$ cat src/rtl/sfl_frame_rx.sv
module sfl_frame_rx #(
  parameter int FRAME_BITS   = 67,
  parameter int WORD_BITS    = 22,
  parameter int CLKS_PER_BIT = 2,
  parameter int ACC_BITS     = 32,
  parameter int PHASE_BITS   = 10,
  parameter logic [WORD_BITS-1:0] DEFAULT_WORD = 22'h21F07C
) (
  input  logic                  clk,
  input  logic                  rst_n,
  input  logic                  sdi,
  input  logic [1:0]            mode,
  input  logic                  line_start,
  output logic [WORD_BITS-1:0]  freq_word,
  output logic                  word_valid,
  output logic [PHASE_BITS-1:0] phase
);
  localparam int IDLE_LEN = FRAME_BITS * CLKS_PER_BIT;
  localparam int IW       = $clog2(IDLE_LEN + 1);
  localparam int BW       = $clog2(FRAME_BITS);
  localparam int SW       = (CLKS_PER_BIT > 1) ? $clog2(CLKS_PER_BIT) : 1;
  localparam int LSH      = ACC_BITS - WORD_BITS;

  logic                 en, armed, start, bit_tick, done, xfer;
  logic                 rx_busy, pending;
  logic [IW-1:0]        idle_cnt;
  logic [BW-1:0]        bit_idx;
  logic [SW-1:0]        sub_cnt;
  logic [WORD_BITS-1:0] word_sr, shadow;
  logic [ACC_BITS-1:0]  acc;

  assign en       = (mode == 2'b11);
  assign armed    = (idle_cnt == IW'(IDLE_LEN));
  assign start    = en && !rx_busy && armed && sdi;
  assign bit_tick = rx_busy && (sub_cnt == SW'(CLKS_PER_BIT - 1));
  assign done     = bit_tick && (bit_idx == BW'(FRAME_BITS - 1));
  assign xfer     = en && line_start && pending;
  assign phase    = acc[ACC_BITS-1 -: PHASE_BITS];

  always_ff @(posedge clk or negedge rst_n)
    if (!rst_n)     idle_cnt <= '0;
    else if (sdi)   idle_cnt <= '0;
    else if (!armed) idle_cnt <= idle_cnt + 1'b1;

  always_ff @(posedge clk or negedge rst_n)
    if (!rst_n) begin
      rx_busy <= 1'b0;
      bit_idx <= '0;
      sub_cnt <= '0;
      word_sr <= '0;
    end else if (!en) begin
      rx_busy <= 1'b0;
    end else if (start) begin
      rx_busy <= 1'b1;
      bit_idx <= '0;
      sub_cnt <= SW'(1);
    end else if (rx_busy) begin
      if (bit_tick) begin
        sub_cnt <= '0;
        if (bit_idx < BW'(WORD_BITS)) word_sr <= {sdi, word_sr[WORD_BITS-1:1]};
        if (done) rx_busy <= 1'b0;
        else      bit_idx <= bit_idx + 1'b1;
      end else begin
        sub_cnt <= sub_cnt + 1'b1;
      end
    end

  always_ff @(posedge clk or negedge rst_n)
    if (!rst_n) begin
      shadow  <= '0;
      pending <= 1'b0;
    end else if (done) begin
      shadow  <= word_sr;
      pending <= 1'b1;
    end else if (xfer) begin
      pending <= 1'b0;
    end

  always_ff @(posedge clk or negedge rst_n)
    if (!rst_n) begin
      freq_word  <= DEFAULT_WORD;
      word_valid <= 1'b0;
      acc        <= '0;
    end else begin
      word_valid <= xfer;
      if (!en)       freq_word <= DEFAULT_WORD;
      else if (xfer) freq_word <= shadow;
      acc <= acc + {freq_word, {LSH{1'b0}}};
    end

  assert_valid_on_line_R5: assert property (@(posedge clk) disable iff (!rst_n)
    word_valid |-> $past(line_start) && $past(mode) == 2'b11);

  assert_hold_word_R6: assert property (@(posedge clk) disable iff (!rst_n)
    !$stable(freq_word) |-> word_valid || $past(mode) != 2'b11);

  assert_default_off_R7: assert property (@(posedge clk) disable iff (!rst_n)
    $past(mode) != 2'b11 |-> freq_word == DEFAULT_WORD && !word_valid);

  assert_idle_off_R7: assert property (@(posedge clk) disable iff (!rst_n)
    mode != 2'b11 |=> !rx_busy);

  assert_start_armed_R3: assert property (@(posedge clk) disable iff (!rst_n)
    $rose(rx_busy) |-> $past(armed) && $past(sdi));

  assert_bit_range_R4: assert property (@(posedge clk) disable iff (!rst_n)
    rx_busy |-> bit_idx < BW'(FRAME_BITS));
endmodule

$ cat config.mk
export PLATFORM = sky130hd
export DESIGN_NAME = sfl_frame_rx
export DESIGN_NICKNAME = d
export VERILOG_FILES = /design/src/rtl/sfl_frame_rx.sv
export SDC_FILE = /design/constraint.sdc
export NUM_CORES = 1
export LEC_CHECK = 0
export ABC_AREA = 1
export BUFFER_PORTS_ARGS = -buffer_cell sky130_fd_sc_hd__buf_4
export CAP_MARGIN = 15
export CORE_MARGIN = 2
export CORE_UTILIZATION = 55
export DETAILED_ROUTE_END_ITERATION = 8
export GPL_TIMING_DRIVEN = 0
export HOLD_SLACK_MARGIN = 0.05
export MAX_ROUTING_LAYER = met4
export PLACE_DENSITY = 0.77
export SETUP_SLACK_MARGIN = 0.15
export SLEW_MARGIN = 20
export SYNTH_ARGS = -nofsm -noshare
export SYNTH_HDL_FRONTEND = slang
export SYNTH_SLANG_ARGS = --single-unit
$ cat constraint.sdc
create_clock -name clk -period 1.55 [get_ports clk]
set_input_delay 0.465 -clock clk [delete_from_list [all_inputs] [get_ports clk]]
set_output_delay 0.465 -clock clk [all_outputs]
set_load 0.02 [all_outputs]
[Yosys cells after proc, flatten, opt, wreduce, memory -nomap -nowiden]
Cells that the tools add are included.
Storage, ports and cells
  register bits: 117
  logic and storage cells: 54
  output and inout port bits: 33
  input port bits: 6
Cells by class
  bitwise operators: 1
  eq/ne operators: 6
  multiplexer cells: 18
  magnitude comparators: 1
  reductions and logical operators: 14
  $add $sub $neg: 4
Operators by type and width (number)
  22-bit two-way mux: 2
  32-bit adder: 1
  7-bit two-way mux: 4
  8-bit two-way mux: 2
  1-bit two-way mux: 10
  8-bit by 1-bit adder with 8-bit output, second input constant: 1
  8-bit equality test, second input constant: 1
  7-bit by 1-bit adder with 7-bit output, second input constant: 1
  7-bit equality test, second input constant: 1
  1-bit logical AND: 7
  7-bit by 5-bit < comparator with 1-bit output, second input constant: 1
  2-bit nonzero test: 3
  5-bit AND reduction: 1
  2-bit != test, second input constant: 2
  4-bit AND reduction: 1
  2-bit equality test, second input constant: 1
  2-bit by 1-bit != test with 1-bit output, second input constant: 1
  2-bit AND reduction: 1
  1-bit adder, second input constant: 1
  1-bit logical NOT: 1
  1-bit NOT: 1

[Longest topological paths before layout]
Gate-level depths: netlist of run 1.
  depth in word-level cells: 7
  gate-level depth with buffers: 12
  mapped depth without buffers: 12

[Least setup slack after synthesis of run 1]
No wires, ideal clock.
  kind: reg2reg
  start point: reg freq_word[0]
  end point: reg acc[26]
  arrival time: 1715 ps
  data required time: 1433 ps
  cell stages (with the launch flop): 12
  period minus slack after synthesis: 1831 ps
  path buffers: 0
  slack: -281 ps
  setup time: 117 ps
  cells stage by stage: dfrtp_1 ha_1 inv_1 fa_1 inv_1 nand3_1 nand3_1 nand2_1 nand3_1 nand2_1 nand3_1 nand2_1
Between the ends
  cells in the longest elaborated chain, start to end: 1
Ends and longest elaborated chain
  start: declaration: line 14  | output logic [WORD_BITS-1:0] freq_word,
  start signal: assignment: line 87  | else if (xfer) freq_word <= shadow;
  32-bit adder: line 88  | acc <= acc + {freq_word, {LSH{1'b0}}};
  end signal: assignment: line 88
  end: declaration: line 30  | logic [ACC_BITS-1:0] acc;
No other way between the ends.
A chain may end at the register's enable or synchronous reset.

[Final worst setup path of run 1]
  start point: reg freq_word[12]
  end point: reg acc[27]
The elaborated chain is that of the path after synthesis.

==> results of run 1 <==
## state kept, by name, indices dropped and copies added, names as in the netlist
register	flops
acc	22
freq_word	22
shadow	22
word_sr	22
idle_cnt	8
bit_idx	7
pending	1
rx_busy	1
sub_cnt	1
word_valid	1
## worst register-to-register path, stage by stage (launching register included)
cell,delay (ps)
dfstp_2,610
ha_4,240
nand2_1,120
nand2_1,110
a21oi_2,150
nor2_1,100
nor2_2,100
nand2_1,70
nand2_1,90
nand2_1,90
## layout make-up
class / count / share of cell area
buffer: 20 / 0.0288
multi-input combinational: 455 / 0.412
tap: 133 / 0.0198
timing repair buffer: 118 / 0.142
clock buffer: 15 / 0.0234
sequential: 107 / 0.323
inverter: 109 / 0.0500
clock inverter: 1 / 0.000597
## layout by cell type, fill, tap and decap left out, types with 14 or more instances in the layout
master	count
nand2_2	76
buf_4	54
buf_6	69
inv_2	19
o21ai_2	30
dfrtp_2	15
nand3_1	20
nand2_4	30
nand2_1	115
clkbuf_8	15
nor2_1	22
ha_4	20
inv_1	87
o21ai_1	15
dfrtp_1	81
nor2_2	14
## power breakdown
group	internal [mW]	switching (mW)
combinational	2.46	3.26
sequential	3.12	0.323
clock	0.806	0.950
total	6.39	4.53
## per-layer routing
| metal | routed length [microns] | vias up |
|---|---|---|
| met1 | 6950 | 2746 |
| met2 | 9900 | 261 |
| li1 | - | 2432 |
| met4 | 789 | 0 |
| met3 | 886 | 86 |
| met5 | 0 | - |
## stage by stage
step / instance area (sq um) / setup TNS [ps] / cells / worst slack, ps / hold WS [ps]
floorplan: 5940 / -143 / 690 / -50.3 / 169
global placement: 6390 / -13730 / 861 / -200 / 446
detailed placement: 6400 / -5840 / 861 / -208 / 451
CTS: 7280 / -1410 / 915 / -115 / 226
global route: 8390 / -6200 / 958 / -314 / 269
finish: 8390 / -4140 / 958 / -264 / 185
## Yosys cell counts (all sizes together)
| library cell | count | area share |
|---|---|---|
| nand4 | 7 | 0.010 |
| xor2 | 9 | 0.014 |
| dfrtp | 96 | 0.43 |
| nor3 | 6 | 0.0082 |
| inv | 109 | 0.073 |
| ha | 25 | 0.056 |
| nand2 | 222 | 0.15 |
| a22o | 10 | 0.016 |
| nor2 | 40 | 0.028 |
| and2 | 1 | 0.0011 |
| dfstp | 11 | 0.051 |
| a31oi | 1 | 0.0011 |
| fa | 1 | 0.0036 |
| o21bai | 2 | 0.0027 |
| clkbuf | 7 | 0.0051 |
| xnor2 | 3 | 0.0047 |
| nand3b | 6 | 0.0080 |
| a21oi | 22 | 0.022 |
| or2 | 1 | 0.0011 |
| a211oi | 1 | 0.0013 |
| buf | 13 | 0.016 |
| nand3 | 36 | 0.036 |
| o21ai | 53 | 0.047 |
| o22a | 8 | 0.012 |
## timing repair
action	in CTS	in global routing
cloned	2	6
resized for setup	128	254
pin swaps	30	44
buffers inserted	36	38
endpoints found under the setup margin	100	124
## final timing paths
kind	startpoint	endpoint	slack (ps)	cells past startpoint
min in group clk	sdi	idle_cnt[3]$_DFFE_PN0P_	280	2
worst min-delay path	rst_n	acc[16]$_DFF_PN0_	190	1
worst max-delay path	freq_word[12]$_DFFE_PN1P_	acc[27]$_DFF_PN0_	-260	9
max in group asynchronous	rst_n	bit_idx[3]$_DFFE_PN0P_	630	1
worst max register to register	freq_word[12]$_DFFE_PN1P_	acc[27]$_DFF_PN0_	-260	9
worst min register to register	idle_cnt[7]$_DFFE_PN0P_	idle_cnt[7]$_DFFE_PN0P_	460	1
## logic make-up (layout without fill, tap and decap cells)
kind of cell,count (synthesis),in the layout,synth area share
buf+inv,129,263,0.0945
fa+ha+maj,26,26,0.0593
xor+xnor,12,12,0.0187
compound gates,97,97,0.102
flops,107,107,0.479
simple gates,319,320,0.246
==> impl_metrics.py, run 1 <==
metrics = {
    "worst_setup_path": {
        "critPathKind": "reg -> reg",
        "path_cells": "ha_4 > nand2_1 > nand2_1 > a21oi_2 > nor2_1 > nor2_2 > nand2_1 > nand2_1 > nand2_1",
        "worstPathArrival_ps": 2070,
        "path_buf_inv": 0,
        "cp_max_fo": 5,
        "critical_path_required_ps": 1800,
        "end_kind": "flip-flop",
        "crit_top_cell": "nand2_1",
        "startpoint_type": "flip-flop",
        "cpPeakStageDelay_ps": 610,
        "cp_top_family": "simple AND/OR/NAND/NOR gates",
        "crit_slowest_cell": "dfstp_2",
    },
    "yosys": {
        "syn_inst": 690,
        "yosys_warnings": 0,
        "synth_cell_type_count": 37,
        "syn_avg_cell_area_sq_um": 8.14,
        "syn-num-nets": 722,
        "syn_area_sq_mm": 0.00562,
        "synth-seq-cells": 107,
        "ys_seq_area_frac": 0.479,
    },
    "floorplanning": {
        "die_area_sq_mm": 0.0110,
        "die_w_microns": 105,
        "start_util": 0.569,
        "die_y_microns": 105,
        "core.rowCount": 36,
        "ioPinCount": 39,
        "core_sq_mm": 0.00986,
    },
    "clock_tree": {
        "clkTransAtPathRegs_ps": 110,
        "cts_tree": "built",
        "root_buffer": "clkbuf_8",
        "h-tree-depth": 3,
        "clk_latency_ps": 380,
        "max-clock-path-buffers": 2,
        "cts_hold_buf": 0,
        "cts_made_buffers": 9,
        "cts.sinks": 107,
    },
    "run_status": {
        "status": "finished with violations",
        "violations": "setup timing",
    },
    "power_and_ir_drop": {
        "p_total_mw": 10.9,
        "leakagePower_nw": 3.97,
        "p_per_area_mw_per_mm2": 1300,
        "ir_drop_mv": 1.11,
    },
    "finish": {
        "multi_input_area_sq_mm": 0.00345,
        "nets": 852,
        "syn2layout_area_growth_pct": 49.3,
        "fillers": 432,
        "num_antenna_cells": 0,
        "seq_area_sq_mm": 0.00271,
        "post-route-util": 0.850,
        "drive_above_1_share": 0.505,
    },
    "sta": {
        "maxSlewHeadroom": 0.354,
        "fmaxAchievable_ghz": 0.551,
        "min_period_over_period": 1.17,
        "worst_slew_pin_slew_ps": 970,
        "setup_viol": 42,
        "finalMaxSlewViolations": 0,
        "setup_ws_ps": -264,
        "min_period_ps": 1810,
        "rsz0062_at_grt": "true",
        "hold_viol": 0,
        "clock_skew_ps": 16.3,
    },
    "global_routing": {
        "use_met2": 0.478,
        "grtUsageMet3": 0.0424,
        "grt_pass1_vias": 4851,
        "grt.total_usage": 0.265,
        "busiest_layer": "met2",
        "grt_overflow": 0,
        "grt_pass1_wl_microns": 22700,
        "antenna_found_initial": 0,
        "grt_max_degree": 108,
        "use_met1": 0.301,
    },
    "worst_hold_path": {
        "hp-class": "in -> async",
    },
    "placed_design": {
        "portBuffers": 38,
        "hpwl_microns": 9110,
        "gp_congestion": 0.953,
    },
    "routing": {
        "drt_iter0_drc": 514,
        "drt-pass1-iter-count": 5,
        "via_per_inst": 5.77,
        "wl_per_cell_microns": 19.3,
        "totalWireLength_microns": 18500,
        "ant_nets": 0,
        "via_count": 5525,
        "remaining_drc_errors": 0,
    },
    "job": {
        "drv_cap": 0,
    },
}
Power figures use the tool's default switching activity.
==> inputs of run 2 (changes only) <==
Settings changed: MAX_ROUTING_LAYER met4 to unset.
Clock period 1.55 ns to 1.5 ns, I/O delays scaled along.
==> impl_metrics.py, run 2 (synthesized netlist as in run 1, its figures left out) <==
metrics = {
    "finish": {
        "post-route-util": 0.844,
        "final_common_cell": "nand2_1",
        "nets": 847,
        "final_cell_mix": "126 x nand2_1, 91 x inv_1, 81 x dfrtp_1",
        "num_antenna_cells": 0,
        "syn2layout_area_growth_pct": 48.3,
        "design_area_sq_mm": 0.00833,
        "drive_above_1_share": 0.494,
    },
    "sta": {
        "min_period_ps": 1780,
        "setup_ws_ps": -276,
        "rsz0062_at_grt": "true",
        "worst_slew_pin_slew_ps": 983,
        "min_period_over_period": 1.18,
        "tns_ps": -6210,
        "finalMaxSlewViolations": 0,
        "hold_viol": 0,
        "setup_viol": 49,
        "holdWs_ps": 167,
        "maxSlewHeadroom": 0.345,
        "fmaxAchievable_ghz": 0.563,
        "clock_skew_ps": 15.5,
    },
    "clock_tree": {
        "clk_latency_ps": 380,
        "cts_made_buffers": 9,
        "max-clock-path-buffers": 2,
        "cts_hold_buf": 0,
        "h-tree-depth": 3,
        "root_buffer": "clkbuf_8",
        "clkTransAtPathRegs_ps": 110,
        "cts_tree": "built",
        "cts.sinks": 107,
    },
    "routing": {
        "via_count": 5305,
        "drt-pass1-iter-count": 5,
        "wl_per_cell_microns": 18.1,
        "via_per_inst": 5.57,
        "ant_nets": 0,
        "remaining_drc_errors": 0,
        "totalWireLength_microns": 17300,
        "drt_iter0_drc": 318,
    },
    "floorplanning": {
        "ioPinCount": 39,
        "die_area_sq_mm": 0.0110,
        "start_util": 0.569,
        "core_sq_mm": 0.00986,
        "die_w_microns": 105,
        "die_y_microns": 105,
        "core.rowCount": 36,
    },
    "job": {
        "drv_cap": 0,
    },
    "worst_setup_path": {
        "startpoint_type": "flip-flop",
        "cpPeakStageDelay_ps": 610,
        "crit_slowest_cell": "dfstp_2",
        "path_cells": "ha_4 > nand2_1 > nor2_1 > inv_1 > nor3_4 > nand2_4 > nand3_2 > nand2_2",
        "cp_top_family": "simple AND/OR/NAND/NOR gates",
        "critPathKind": "reg -> reg",
        "cp_max_fo": 5,
        "end_kind": "flip-flop",
        "path_buf_inv": 1,
        "critical_path_required_ps": 1770,
        "worstPathArrival_ps": 2040,
    },
    "global_routing": {
        "grt_overflow": 0,
        "grt.total_usage": 0.272,
        "grt_max_degree": 108,
        "grt_pass1_vias": 5198,
        "antenna_found_initial": 0,
        "grt_pass1_wl_microns": 24000,
    },
    "run_status": {
        "status": "finished with violations",
        "violations": "setup timing",
    },
    "placed_design": {
        "portBuffers": 38,
        "hpwl_microns": 9160,
        "gp_congestion": 0.951,
        "placed_cell_area_sq_mm": 0.00640,
    },
    "power_and_ir_drop": {
        "leakagePower_nw": 3.94,
        "ir_drop_mv": 0.996,
        "p_total_mw": 11.5,
        "p_per_area_mw_per_mm2": 1380,
    },
    "worst_hold_path": {
        "hp-class": "in -> async",
    },
}
run 2: cell types whose count changed in the layout (fill, tap and decap cells not counted), moves of 6 or more:
cell,delta
nand2_1,+11
buf_6,+8
buf_4,-7
clkbuf_8,-6
nand2_4,-9
run 2: final cells by class:
class | count | area, sq um
multi-input cells | 455 | 3460
flip-flops and latches | 107 | 2710
fillers | 451 | 1540
repair buffers | 114 | 1140
inverters | 109 | 414
plain buffers | 19 | 229
well taps | 133 | 166
clock buffers | 10 | 128
clock inverters | 6 | 82.6
run 2: per-layer routing:
metal | track usage | share of wire | up-vias | wire (microns)
li1 | - | - | 2433 | -
met1 | 0.302 | 0.37 | 2635 | 6420
met2 | 0.513 | 0.55 | 175 | 9510
met3 | 0.0487 | 0.038 | 62 | 648
met4 | 0.105 | 0.039 | 0 | 677
met5 | 0 | 0 | - | 0
run 2: where the power goes:
group	switching, mW	internal (mW)	total, mW
Combinational	3.35	2.69	6.04
Clock	1.08	0.812	1.90
Sequential	0.328	3.23	3.56
Total	4.76	6.73	11.5
run 2: repair_timing:
action | in CTS | in global routing
endpoints found under the setup margin | 107 | 112
pin swaps | 39 | 43
buffers inserted | 42 | 28
gates resized for setup | 162 | 212
gates cloned | 5 | 2
hold endpoints to repair | 0 | 0
run 2: worst paths after layout:
path / startpoint / end / slack, ps / depth (start not counted)
max in group asynchronous: rst_n / bit_idx[2]$_DFFE_PN0P_ / 590 / 1
min in group clk: sdi / idle_cnt[1]$_DFFE_PN0P_ / 270 / 2
hold reg to reg: idle_cnt[6]$_DFFE_PN0P_ / idle_cnt[6]$_DFFE_PN0P_ / 480 / 1
hold / removal: rst_n / acc[15]$_DFF_PN0_ / 170 / 1
setup reg to reg: freq_word[12]$_DFFE_PN1P_ / acc[26]$_DFF_PN0_ / -280 / 8
setup / recovery: freq_word[12]$_DFFE_PN1P_ / acc[26]$_DFF_PN0_ / -280 / 8
run 2: metrics by stage:
step,setup slack [ps],cells
after CTS,-183,924
after floorplan,-100,690
after detailed placement,-288,861
after global placement,-243,861
after global routing,-334,953
final,-276,953
